[config.mk]
export PLATFORM = sky130hd
export DESIGN_NAME = gpio_irq_detect
export DESIGN_NICKNAME = d
export VERILOG_FILES = /design/src/rtl/gpio_irq_pkg.sv /design/src/rtl/gpio_irq_cfg.sv /design/src/rtl/gpio_irq_pin.sv /design/src/rtl/gpio_irq_rdout.sv /design/src/rtl/gpio_irq_detect.sv
export SDC_FILE = /design/constraint.sdc
export NUM_CORES = 1
export LEC_CHECK = 0
export CORE_UTILIZATION = 35
export CTS_CLUSTER_SIZE = 28
export DETAILED_ROUTE_END_ITERATION = 7
export DONT_BUFFER_PORTS = 1
export SLEW_MARGIN = 30
export SYNTH_ARGS = -nofsm -noshare
export SYNTH_HDL_FRONTEND = slang
export SYNTH_SLANG_ARGS = --single-unit
[constraint.sdc]
create_clock -name clk -period 2.2 [get_ports clk]
set_clock_uncertainty 0.2 [all_clocks]
set_input_delay 0.22 -clock clk [delete_from_list [all_inputs] [get_ports clk]]
set_output_delay 0.22 -clock clk [all_outputs]
set_load 0.03 [all_outputs]
[src/rtl/gpio_irq_pkg.sv]
package gpio_irq_pkg;

  localparam int unsigned REG_AW = 12;

  localparam logic [REG_AW-1:0] OFS_SENSE = 12'h404;
  localparam logic [REG_AW-1:0] OFS_DUAL  = 12'h408;
  localparam logic [REG_AW-1:0] OFS_POL   = 12'h40C;
  localparam logic [REG_AW-1:0] OFS_EN    = 12'h410;
  localparam logic [REG_AW-1:0] OFS_RAW   = 12'h414;
  localparam logic [REG_AW-1:0] OFS_MASK  = 12'h418;
  localparam logic [REG_AW-1:0] OFS_CLR   = 12'h41C;

endpackage

[src/rtl/gpio_irq_cfg.sv]
module gpio_irq_cfg
  import gpio_irq_pkg::*;
#(
  parameter int unsigned N_PINS = 8,
  parameter int unsigned DATA_W = 8,
  parameter int unsigned ADDR_W = REG_AW
) (
  input  logic              clk,
  input  logic              rst,
  input  logic              wr_en,
  input  logic [ADDR_W-1:0] addr,
  input  logic [DATA_W-1:0] wdata,
  output logic [N_PINS-1:0] sense_o,
  output logic [N_PINS-1:0] dual_o,
  output logic [N_PINS-1:0] pol_o,
  output logic [N_PINS-1:0] en_o,
  output logic [N_PINS-1:0] clr_o
);

  logic [N_PINS-1:0] wbits;
  assign wbits = wdata[N_PINS-1:0];

  always_ff @(posedge clk) begin
    if (rst) begin
      sense_o <= '0;
      dual_o  <= '0;
      pol_o   <= '0;
      en_o    <= '0;
    end else if (wr_en) begin
      if (addr == ADDR_W'(OFS_SENSE)) sense_o <= wbits;
      if (addr == ADDR_W'(OFS_DUAL))  dual_o  <= wbits;
      if (addr == ADDR_W'(OFS_POL))   pol_o   <= wbits;
      if (addr == ADDR_W'(OFS_EN))    en_o    <= wbits;
    end
  end

  // One-cycle clear pulse per pin, seen by the status logic at the same edge.
  always_comb begin
    clr_o = '0;
    if (wr_en && addr == ADDR_W'(OFS_CLR)) clr_o = wbits;
  end

endmodule

[src/rtl/gpio_irq_pin.sv]
module gpio_irq_pin (
  input  logic clk,
  input  logic rst,
  input  logic pin_i,
  input  logic sense_i,
  input  logic dual_i,
  input  logic pol_i,
  input  logic clr_i,
  output logic raw_o
);

  logic prev_q;
  logic rise, fall, edge_hit, level_hit;

  assign rise      = pin_i & ~prev_q;
  assign fall      = ~pin_i & prev_q;
  assign edge_hit  = dual_i ? (rise | fall) : (pol_i ? rise : fall);
  assign level_hit = ~(pin_i ^ pol_i);

  always_ff @(posedge clk) begin
    if (rst) begin
      prev_q <= 1'b0;
      raw_o  <= 1'b0;
    end else begin
      prev_q <= pin_i;
      if (sense_i) raw_o <= level_hit;
      else         raw_o <= (raw_o & ~clr_i) | edge_hit;  // new edge beats clear
    end
  end

endmodule

[src/rtl/gpio_irq_rdout.sv]
module gpio_irq_rdout
  import gpio_irq_pkg::*;
#(
  parameter int unsigned N_PINS = 8,
  parameter int unsigned DATA_W = 8,
  parameter int unsigned ADDR_W = REG_AW
) (
  input  logic              clk,
  input  logic              rst,
  input  logic              rd_en,
  input  logic [ADDR_W-1:0] addr,
  input  logic [N_PINS-1:0] sense_i,
  input  logic [N_PINS-1:0] dual_i,
  input  logic [N_PINS-1:0] pol_i,
  input  logic [N_PINS-1:0] en_i,
  input  logic [N_PINS-1:0] raw_i,
  output logic [DATA_W-1:0] rdata_o,
  output logic              irq_o
);

  logic [DATA_W-1:0] sel;

  always_comb begin
    sel = '0;
    if      (addr == ADDR_W'(OFS_SENSE)) sel[N_PINS-1:0] = sense_i;
    else if (addr == ADDR_W'(OFS_DUAL))  sel[N_PINS-1:0] = dual_i;
    else if (addr == ADDR_W'(OFS_POL))   sel[N_PINS-1:0] = pol_i;
    else if (addr == ADDR_W'(OFS_EN))    sel[N_PINS-1:0] = en_i;
    else if (addr == ADDR_W'(OFS_RAW))   sel[N_PINS-1:0] = raw_i;
    else if (addr == ADDR_W'(OFS_MASK))  sel[N_PINS-1:0] = raw_i & en_i;
  end

  always_ff @(posedge clk) begin
    if (rst) begin
      rdata_o <= '0;
      irq_o   <= 1'b0;
    end else begin
      irq_o <= |(raw_i & en_i);
      if (rd_en) rdata_o <= sel;
    end
  end

endmodule

[src/rtl/gpio_irq_detect.sv]
module gpio_irq_detect
  import gpio_irq_pkg::*;
#(
  parameter int unsigned N_PINS = 8,
  parameter int unsigned DATA_W = 8,
  parameter int unsigned ADDR_W = REG_AW
) (
  input  logic              clk,
  input  logic              rst,
  input  logic [N_PINS-1:0] pin_i,
  input  logic              wr_en,
  input  logic              rd_en,
  input  logic [ADDR_W-1:0] addr,
  input  logic [DATA_W-1:0] wdata,
  output logic [DATA_W-1:0] rdata_o,
  output logic              irq_o
);

  logic [N_PINS-1:0] sense_q, dual_q, pol_q, en_q, clr_p, raw_q;

  gpio_irq_cfg #(.N_PINS(N_PINS), .DATA_W(DATA_W), .ADDR_W(ADDR_W)) cfg_i (
    .clk(clk), .rst(rst), .wr_en(wr_en), .addr(addr), .wdata(wdata),
    .sense_o(sense_q), .dual_o(dual_q), .pol_o(pol_q), .en_o(en_q), .clr_o(clr_p)
  );

  for (genvar p = 0; p < N_PINS; p++) begin : g_pin
    gpio_irq_pin pin_u (
      .clk(clk), .rst(rst), .pin_i(pin_i[p]),
      .sense_i(sense_q[p]), .dual_i(dual_q[p]), .pol_i(pol_q[p]),
      .clr_i(clr_p[p]), .raw_o(raw_q[p])
    );
  end

  gpio_irq_rdout #(.N_PINS(N_PINS), .DATA_W(DATA_W), .ADDR_W(ADDR_W)) rd_i (
    .clk(clk), .rst(rst), .rd_en(rd_en), .addr(addr),
    .sense_i(sense_q), .dual_i(dual_q), .pol_i(pol_q), .en_i(en_q), .raw_i(raw_q),
    .rdata_o(rdata_o), .irq_o(irq_o)
  );

endmodule

After elaboration in Yosys (flattened, before gate mapping)
Index checks and enable logic that the tools add are counted.
Word-level totals
  input bits: 32
  word-level logic and storage cells: 147
  output and inout bits: 9
  bits in registers: 57
Cells by class
  mux-type cells: 31
  reduce and logical (&&, ||, !) cells: 6
  bitwise logic cells: 81
  eq/ne operators: 7
Operator list (number)
  equality test 12 x 11 -> 1 bit (second input constant): 7
  2-to-1 mux 8 bit: 7
  inverter 1 bit: 32
  AND 1 bit: 24
  2-to-1 mux 1 bit: 24
  OR 1 bit: 16
  AND 8 bit: 1
  AND reduction 2 bit: 4
  OR reduction 8 bit: 1
  bitwise XOR 1 bit: 8
  logical AND 1 bit: 1

Longest topological paths before layout
Gate-level depths: netlist of run 1.
  depth in word-level cells: 7
  mapped depth: 6
  mapped depth without buffers: 6

Cells and area by module
From an unflattened synthesis of run 1, not the netlist that was laid out.
Unflattened totals
  cell total of the unflattened synthesis: 372
  area total of the unflattened synthesis: 3293.2 um^2
Modules (own cells, without submodules)
  gpio_irq_cfg: sequential area each 640.6 um^2, area an instance 1415.1 um^2, cells an instance 133, instances 1
  gpio_irq_pin: sequential area each 40.0 um^2, area an instance 126.4 um^2, cells an instance 15, instances 8
  gpio_irq_rdout: sequential area each 180.2 um^2, area an instance 867.1 um^2, cells an instance 119, instances 1

Least setup slack after synthesis of run 1
Ideal clock, no wire load.
  path kind: input to register
  start point: input addr[2]
  end point: register rd_i.rdata_o[2]
  arrival: 1.382 ns
  stages on the path: 5
  slack: 0.515 ns
  data required time: 1.897 ns
  path through: buf_2 -> nor4b_2 -> a32oi_1 -> a21o_1 -> a2111oi_2
On the way
  longest elaborated chain between the ends: 7
  elaborated cells between the ends (all ways): 12
  classes of those cells: 6 x eq/ne; 6 x mux
RTL lines
  start, declared: line gpio_irq_detect.sv:13  | input logic [ADDR_W-1:0] addr,
  equality test 12 x 11 -> 1 bit: line gpio_irq_rdout.sv:30  | else if (addr == ADDR_W'(OFS_MASK)) sel[N_PINS-1:0] = raw_i & en_i;
  2-to-1 mux 8 bit: line gpio_irq_rdout.sv:30
  2-to-1 mux 8 bit: line gpio_irq_rdout.sv:29  | else if (addr == ADDR_W'(OFS_RAW)) sel[N_PINS-1:0] = raw_i;
  2-to-1 mux 8 bit: line gpio_irq_rdout.sv:28  | else if (addr == ADDR_W'(OFS_EN)) sel[N_PINS-1:0] = en_i;
  2-to-1 mux 8 bit: line gpio_irq_rdout.sv:27  | else if (addr == ADDR_W'(OFS_POL)) sel[N_PINS-1:0] = pol_i;
  2-to-1 mux 8 bit: line gpio_irq_rdout.sv:26  | else if (addr == ADDR_W'(OFS_DUAL)) sel[N_PINS-1:0] = dual_i;
  2-to-1 mux 8 bit *: line gpio_irq_rdout.sv:25  | if (addr == ADDR_W'(OFS_SENSE)) sel[N_PINS-1:0] = sense_i;
  end signal, assigned: line gpio_irq_rdout.sv:39  | if (rd_en) rdata_o <= sel;
  end, declared: line gpio_irq_rdout.sv:17  | output logic [DATA_W-1:0] rdata_o,
Every way passes the cells marked *; elsewhere a longest branch is shown, timed or not.
A chain may end at the register's enable or synchronous reset.

Worst setup path in the final report of run 1
  start point: input addr[2]
  end point: register rd_i.rdata_o[4]
Same word-level chain as after synthesis.

==> results.yml, run 1 <==
global_routing:
  overflow: 0
  grt_pass1_wl_um: 12300
  first_global_vias: 2515
  grt_max_degree: 58
  antenna_found_initial: 0
  grtUsageTotal_pct: 17.9
clock_network:
  clk_pin_slew_ns: 0.07
  clock_path_buffers: 2
  cts_sinks: 57
  clockRootBuffer: "clkbuf_8"
  h-tree-depth: 3
  clk_latency_ns: 0.33
  cts_buffers: 9
  cts_tree: "yes"
placed_design:
  dp_hpwl_um: 5160
  io_buffer_count: 0
  post-place-ws_ns: 0.289
  dpl-instance-area_sq_um: 3210
  gp_congestion: 0.750
timing:
  hold_viol_final: 0
  final.setup.tns_ns: 0
  setup-violations-final: 0
  tightest_slew_ns: 0.534
  layout_min_cycle_time_ns: 1.81
  timing.fmax_mhz: 552
  slew_viol_final: 0
  fin_crit_sh_pct: 82.4
  max_slew_margin_pct: 64.3
  rsz0062_at_grt: "false"
  setup_ws_ns: 0.388
yosys:
  synth.area.top_cells: "dfxtp_1 (37%), mux2i_1 (13%), nor2_1 (6.5%), ha_1 (6.4%), inv_1 (3.9%)"
  ys.flop_type: "dfxtp_1"
  yosysTopAreaCellShare_pct: 36.7
  synthArstFlopShare_pct: 0
  synthCells: 344
  synthDistinctLibCells: 43
  synth_edf_count: 0
  yosys_warnings: 0
  syn_avg_cell_area_sq_um: 9.04
  ys_ff_latch: 57
  syn_area_sq_um: 3110
  synth_top_cell_by_area: "dfxtp_1"
  synth-seq-area-share_pct: 36.7
  synth_nets: 392
floorplanning:
  rows: 34
  die_area_sq_um: 9260
  die_y_um: 96.3
  core_sq_um: 8680
  start_util_pct: 35.8
  io_pins: 41
  fp.dieW_um: 96.3
routing:
  wl_um: 7680
  antenna_left: 0
  drtPass1Iterations: 4
  drt-initial-drc-count: 104
  post-route-drc-count: 0
  vias_per_cell: 5.36
  vias: 2572
  wire_per_inst_um: 16.0
final_layout:
  final_area_sq_um: 3690
  nets: 416
  nFillCells: 890
  antenna_cells: 0
  final_common_cell: "dfxtp_1"
  drive_gt1_share_pct: 9.68
  syn_to_final_growth_pct: 18.6
  mostFrequentLayoutCells: "dfxtp_1 (57), nor2_1 (54), mux2i_1 (40), inv_1 (32), dlygate4sd3_1 (22)"
status:
  status: "finished clean"
power_and_ir_drop:
  max-vdd-ir-drop_uv: 236
  p_per_area_nw_per_um2: 646
  leakagePower_nw: 1.74
  fin_total_pwr_w: 0.00238
setup_path:
  worstPathCellList: "dlygate4sd3_1 -> nand3_1 -> dlygate4sd3_1 -> or2_2 -> a31oi_1"
  crit_family: "buffers and inverters"
  cp_slowest_cell: "dlygate4sd3_1"
  cp_num_buf_inv: 2
  critPathLaunchType: "input pin"
  critPathRequiredTime_ns: 2.26
  slowest_delay_ns: 0.57
  worstPathMaxFanout: 17
  crit_type: "in -> reg"
  worstPathArrival_ns: 1.87
  crit_top_cell: "dlygate4sd3_1"
  end_kind: "flip-flop"
min_path:
  hp-class: "in -> reg"
run:
  cap_violations: 0
## Yosys cell counts (all sizes together) (5+ instances only)
master	number
nor2	54
a221oi	8
o2111ai	5
a211o	7
inv	32
nand2b	5
o21ai	20
mux2i	40
nand4	7
ha	16
nand2	10
clkbuf	7
buf	6
o22ai	6
nor2b	11
a21oi	9
o221a	5
dfxtp	57
xor2	8
## report_power, final
group	internal, W	switching [W]
Combinational	0.0000873	0.0000882
Clock	0.000725	0.000414
Sequential	0.00105	0.0000172
Total	0.00186	0.000520
## metal layers
| layer | global-route usage, % | wire length (um) | up-vias |
|---|---|---|---|
| met5 | 0 | 0 | - |
| met4 | 7.21 | 89 | 0 |
| met3 | 5.45 | 571 | 9 |
| met2 | 29.0 | 3540 | 72 |
| met1 | 22.0 | 3480 | 1228 |
| li1 | - | - | 1263 |
## cell type report
class	instances	area (sq um)	area share [%]
Clock buffer	13	169	4.58
Clock inverter	2	60.1	1.63
Inverter	33	124	3.36
Multi-Input combinational cell	241	1790	48.5
Sequential cell	57	1140	30.9
Tap cell	108	135	3.66
Timing Repair Buffer	26	270	7.33
## worst paths after layout
path	from	end	slack, ns	cells past startpoint
worst max-delay path	addr[2]	rd_i.rdata_o[4]	0.39	5
worst min-delay path	rst	cfg_i.sense_o[6]	0.01	2
worst max register to register	cfg_i.pol_o[4]	rd_i.rdata_o[4]	0.41	4
worst min register to register	cfg_i.sense_o[3]	g_pin[3].pin_u.raw_o	0.33	1
## cell families (layout without fill, tap and decap cells)
group | after synthesis | after routing | synth area share [%]
compound gates | 73 | 73 | 17.0
simple gates | 102 | 102 | 18.2
fa+ha+maj | 16 | 16 | 6.44
xor+xnor | 8 | 8 | 2.25
flops | 57 | 57 | 36.7
mux | 42 | 42 | 13.6
buf+inv | 46 | 74 | 5.75
## registers in the layout, indices dropped and copies added (netlist names)
signal	count
cfg_i.sense_o	8
g_pin.pin_u.prev_q	8
cfg_i.dual_o	8
rd_i.rdata_o	8
cfg_i.pol_o	8
g_pin.pin_u.raw_o	8
rd_i.irq_o	1
cfg_i.en_o	8
## stage by stage
stage / cells / hold slack [ns] / util, %
2_1_floorplan: 344 / 0.160 / -
3_3_place_gp: 442 / 0.0984 / 37.0
3_5_place_dp: 442 / 0.0998 / 37.0
4_1_cts: 480 / 0.00129 / 42.5
5_1_grt: 480 / 0.0109 / 42.5
6_report: 480 / 0.0114 / 42.5
## repair_timing
action,4_1_cts,5_1_grt
buffers inserted,0,0
resized for setup,0,0
hold endpoints to repair,57,0
hold buffers,23,0
No activity file was read; power rests on OpenSTA's default activity.
==> run 2, diff against run 1 <==
- ABC_AREA: default -> 1
- clock period: 2.2 -> 1.7 ns (I/O delays scaled with it)
==> results.yml, run 2 <==
status:
  status: "finished clean"
placed_design:
  dp_hpwl_um: 5940
  gp_congestion: 0.847
  io_buffer_count: 0
min_path:
  min_path_cells: 4
  hold_start: "pin_i[5]"
  whs_endpoint: "g_pin[5].pin_u.raw_o"
  hp-class: "in -> reg"
routing:
  drtPass1Iterations: 4
  vias: 3128
  wl_um: 8410
  antenna_left: 0
  wire_per_inst_um: 13.3
  vias_per_cell: 4.97
  drt-initial-drc-count: 222
  post-route-drc-count: 0
global_routing:
  antenna_found_initial: 0
  grtUsageTotal_pct: 19.0
  grt_pass1_wl_um: 14200
  overflow: 0
  first_global_vias: 2981
  grt_max_degree: 26
setup_path:
  crit_type: "in -> reg"
  timing.rr.start: "g_pin[2].pin_u.raw_o"
  critPathRequiredTime_ns: 1.73
  timing.critical_path.from: "pin_i[6]"
  worstPathMaxFanout: 3
  reg2reg_slack_ns: 0.38
  end_kind: "flip-flop"
  timing.rr.end: "rd_i.irq_o"
  slowest_delay_ns: 0.56
  worstPathCellList: "dlygate4sd3_1 -> inv_1 -> nor2_1 -> dlygate4sd3_1"
  r2r_cells: 4
  cp_slowest_cell: "dlygate4sd3_1"
  critPathLaunchType: "input pin"
  worstPathArrival_ns: 1.42
  crit_top_cell: "dlygate4sd3_1"
floorplanning:
  core_sq_um: 8760
  die_area_sq_um: 9490
  fp.dieW_um: 97.4
  io_pins: 41
  rows: 34
  die_y_um: 97.4
  start_util_pct: 36.4
yosys:
  yosys_warnings: 0
  synth_top_cell_by_area: "dfxtp_1"
  synth.area.top_cells: "dfxtp_1 (36%), o21ai_0 (11%), inv_1 (9.8%), nand2_1 (9.5%), a21oi_1 (9.0%)"
  yosysTopAreaCellShare_pct: 35.8
  synth-seq-area-share_pct: 35.8
  synth_nets: 529
  ys_ff_latch: 57
  synth_top_cells_by_count: "inv_1 (83), nand2_1 (81), o21ai_0 (67)"
  synthArstFlopShare_pct: 0
  syn_area_sq_um: 3190
  ys.flop_type: "dfxtp_1"
  synthCells: 481
  synth_edf_count: 0
  syn_avg_cell_area_sq_um: 6.63
  yosysMostFrequentCell: "inv_1"
  synthDistinctLibCells: 22
final_layout:
  nets: 566
  final_common_cell: "inv_1"
  syn_to_final_growth_pct: 20.0
  antenna_cells: 0
  drive_gt1_share_pct: 9.77
  mostFrequentLayoutCells: "inv_1 (83), nand2_1 (81), o21ai_0 (67), a21oi_1 (57), dfxtp_1 (57)"
clock_network:
  clk_latency_ns: 0.34
  clk_pin_slew_ns: 0.07
  clockRootBuffer: "clkbuf_8"
  cts_buffers: 9
  clock_path_buffers: 2
  cts_sinks: 57
  cts_tree: "yes"
  h-tree-depth: 3
  postCtsSetupBuffers: 0
timing:
  hold_viol_final: 0
  timing.fmax_mhz: 721
  fin_crit_sh_pct: 81.6
  layout_min_cycle_time_ns: 1.39
  setup-violations-final: 0
  rsz0062_at_grt: "false"
  final.setup.tns_ns: 0
  slew_viol_final: 0
  max_slew_margin_pct: 53.8
  tightest_slew_ns: 0.693
power_and_ir_drop:
  leakagePower_nw: 1.76
  max-vdd-ir-drop_uv: 487
  p_per_area_nw_per_um2: 772
  fin_total_pwr_w: 0.00295
run:
  cap_violations: 0
[run 2: changes by cell type after synthesis, sizes merged, moves of 6 or more]
cell / delta
nor2b: -11
a221oi: -8
nand4: -6
a21oi: +48
mux2i: -40
xor2: -8
a211o: -7
nand3: +27
inv: +57
o22ai: -6
o21ai: +59
nand2: +75
[run 2: worst max-delay path by stage]
stage,to,cells after the start
4_1_cts,cfg_i.pol_o[5],5
2_1_floorplan,cfg_i.pol_o[5],9
5_1_grt,g_pin[3].pin_u.raw_o,6
6_report,g_pin[6].pin_u.prev_q,4
3_3_place_gp,cfg_i.pol_o[3],8
3_5_place_dp,cfg_i.pol_o[4],6
[run 2: area by class of cell]
class	instances	area, sq um
multi-input combinational	321	1630
sequential	57	1140
inverter	89	334
clock inverter	2	35.0
clock buffer	13	179
fill	957	4940
timing repair buffer	40	370
tap	108	135
[run 2: cells by family (layout without fill, tap and decap cells)]
family          after synthesis  in the layout  share of synthesized area (%)
simple gates                169            169                           23.5
compound gates              136            136                           21.4
buf+inv                     103            144                           13.0
flops                        57             57                           35.8
fa+ha+maj                    16             16                           6.28
[run 2: critical path, delay by kind of cell]
| kind | cells | cell delay, ns |
|---|---|---|
| buffers and inverters | 3 | 1.20 |
| and+or+nand+nor | 1 | 0.05 |
[run 2: power breakdown]
part / switching, W / total, W / internal [W]
combinational: 0.000117 / 0.000208 / 0.0000911
sequential: 0.0000168 / 0.00137 / 0.00136
clock: 0.000543 / 0.00137 / 0.000826
total: 0.000677 / 0.00295 / 0.00228
[run 2: metrics by stage]
| step | setup slack, ns | area [sq um] | util, % | hold WS (ns) | cells |
|---|---|---|---|---|---|
| finish | 0.312 | 3820 | 43.6 | 0.0202 | 630 |
| global route | 0.188 | 3820 | 43.6 | 0.0452 | 630 |
| CTS | 0.0140 | 3820 | 43.6 | 0.00317 | 630 |
| detailed placement | 0.0228 | 3390 | 38.7 | 0.0440 | 593 |
| global placement | 0.0503 | 3390 | 38.7 | 0.0421 | 593 |
| floorplan | 0.213 | 3190 | - | 0.107 | 481 |
[run 2: repair_timing]
item	CTS	global route
hold endpoints to repair	57	0
resized for setup	0	1
hold buffers	22	0
setup endpoints to repair	0	40
[run 2: per-layer routing]
metal,global-route usage [%],share of wire [%]
met4,8.94,2.4
met5,0,0
met2,29.6,44
met1,24.7,47
met3,4.39,6.6
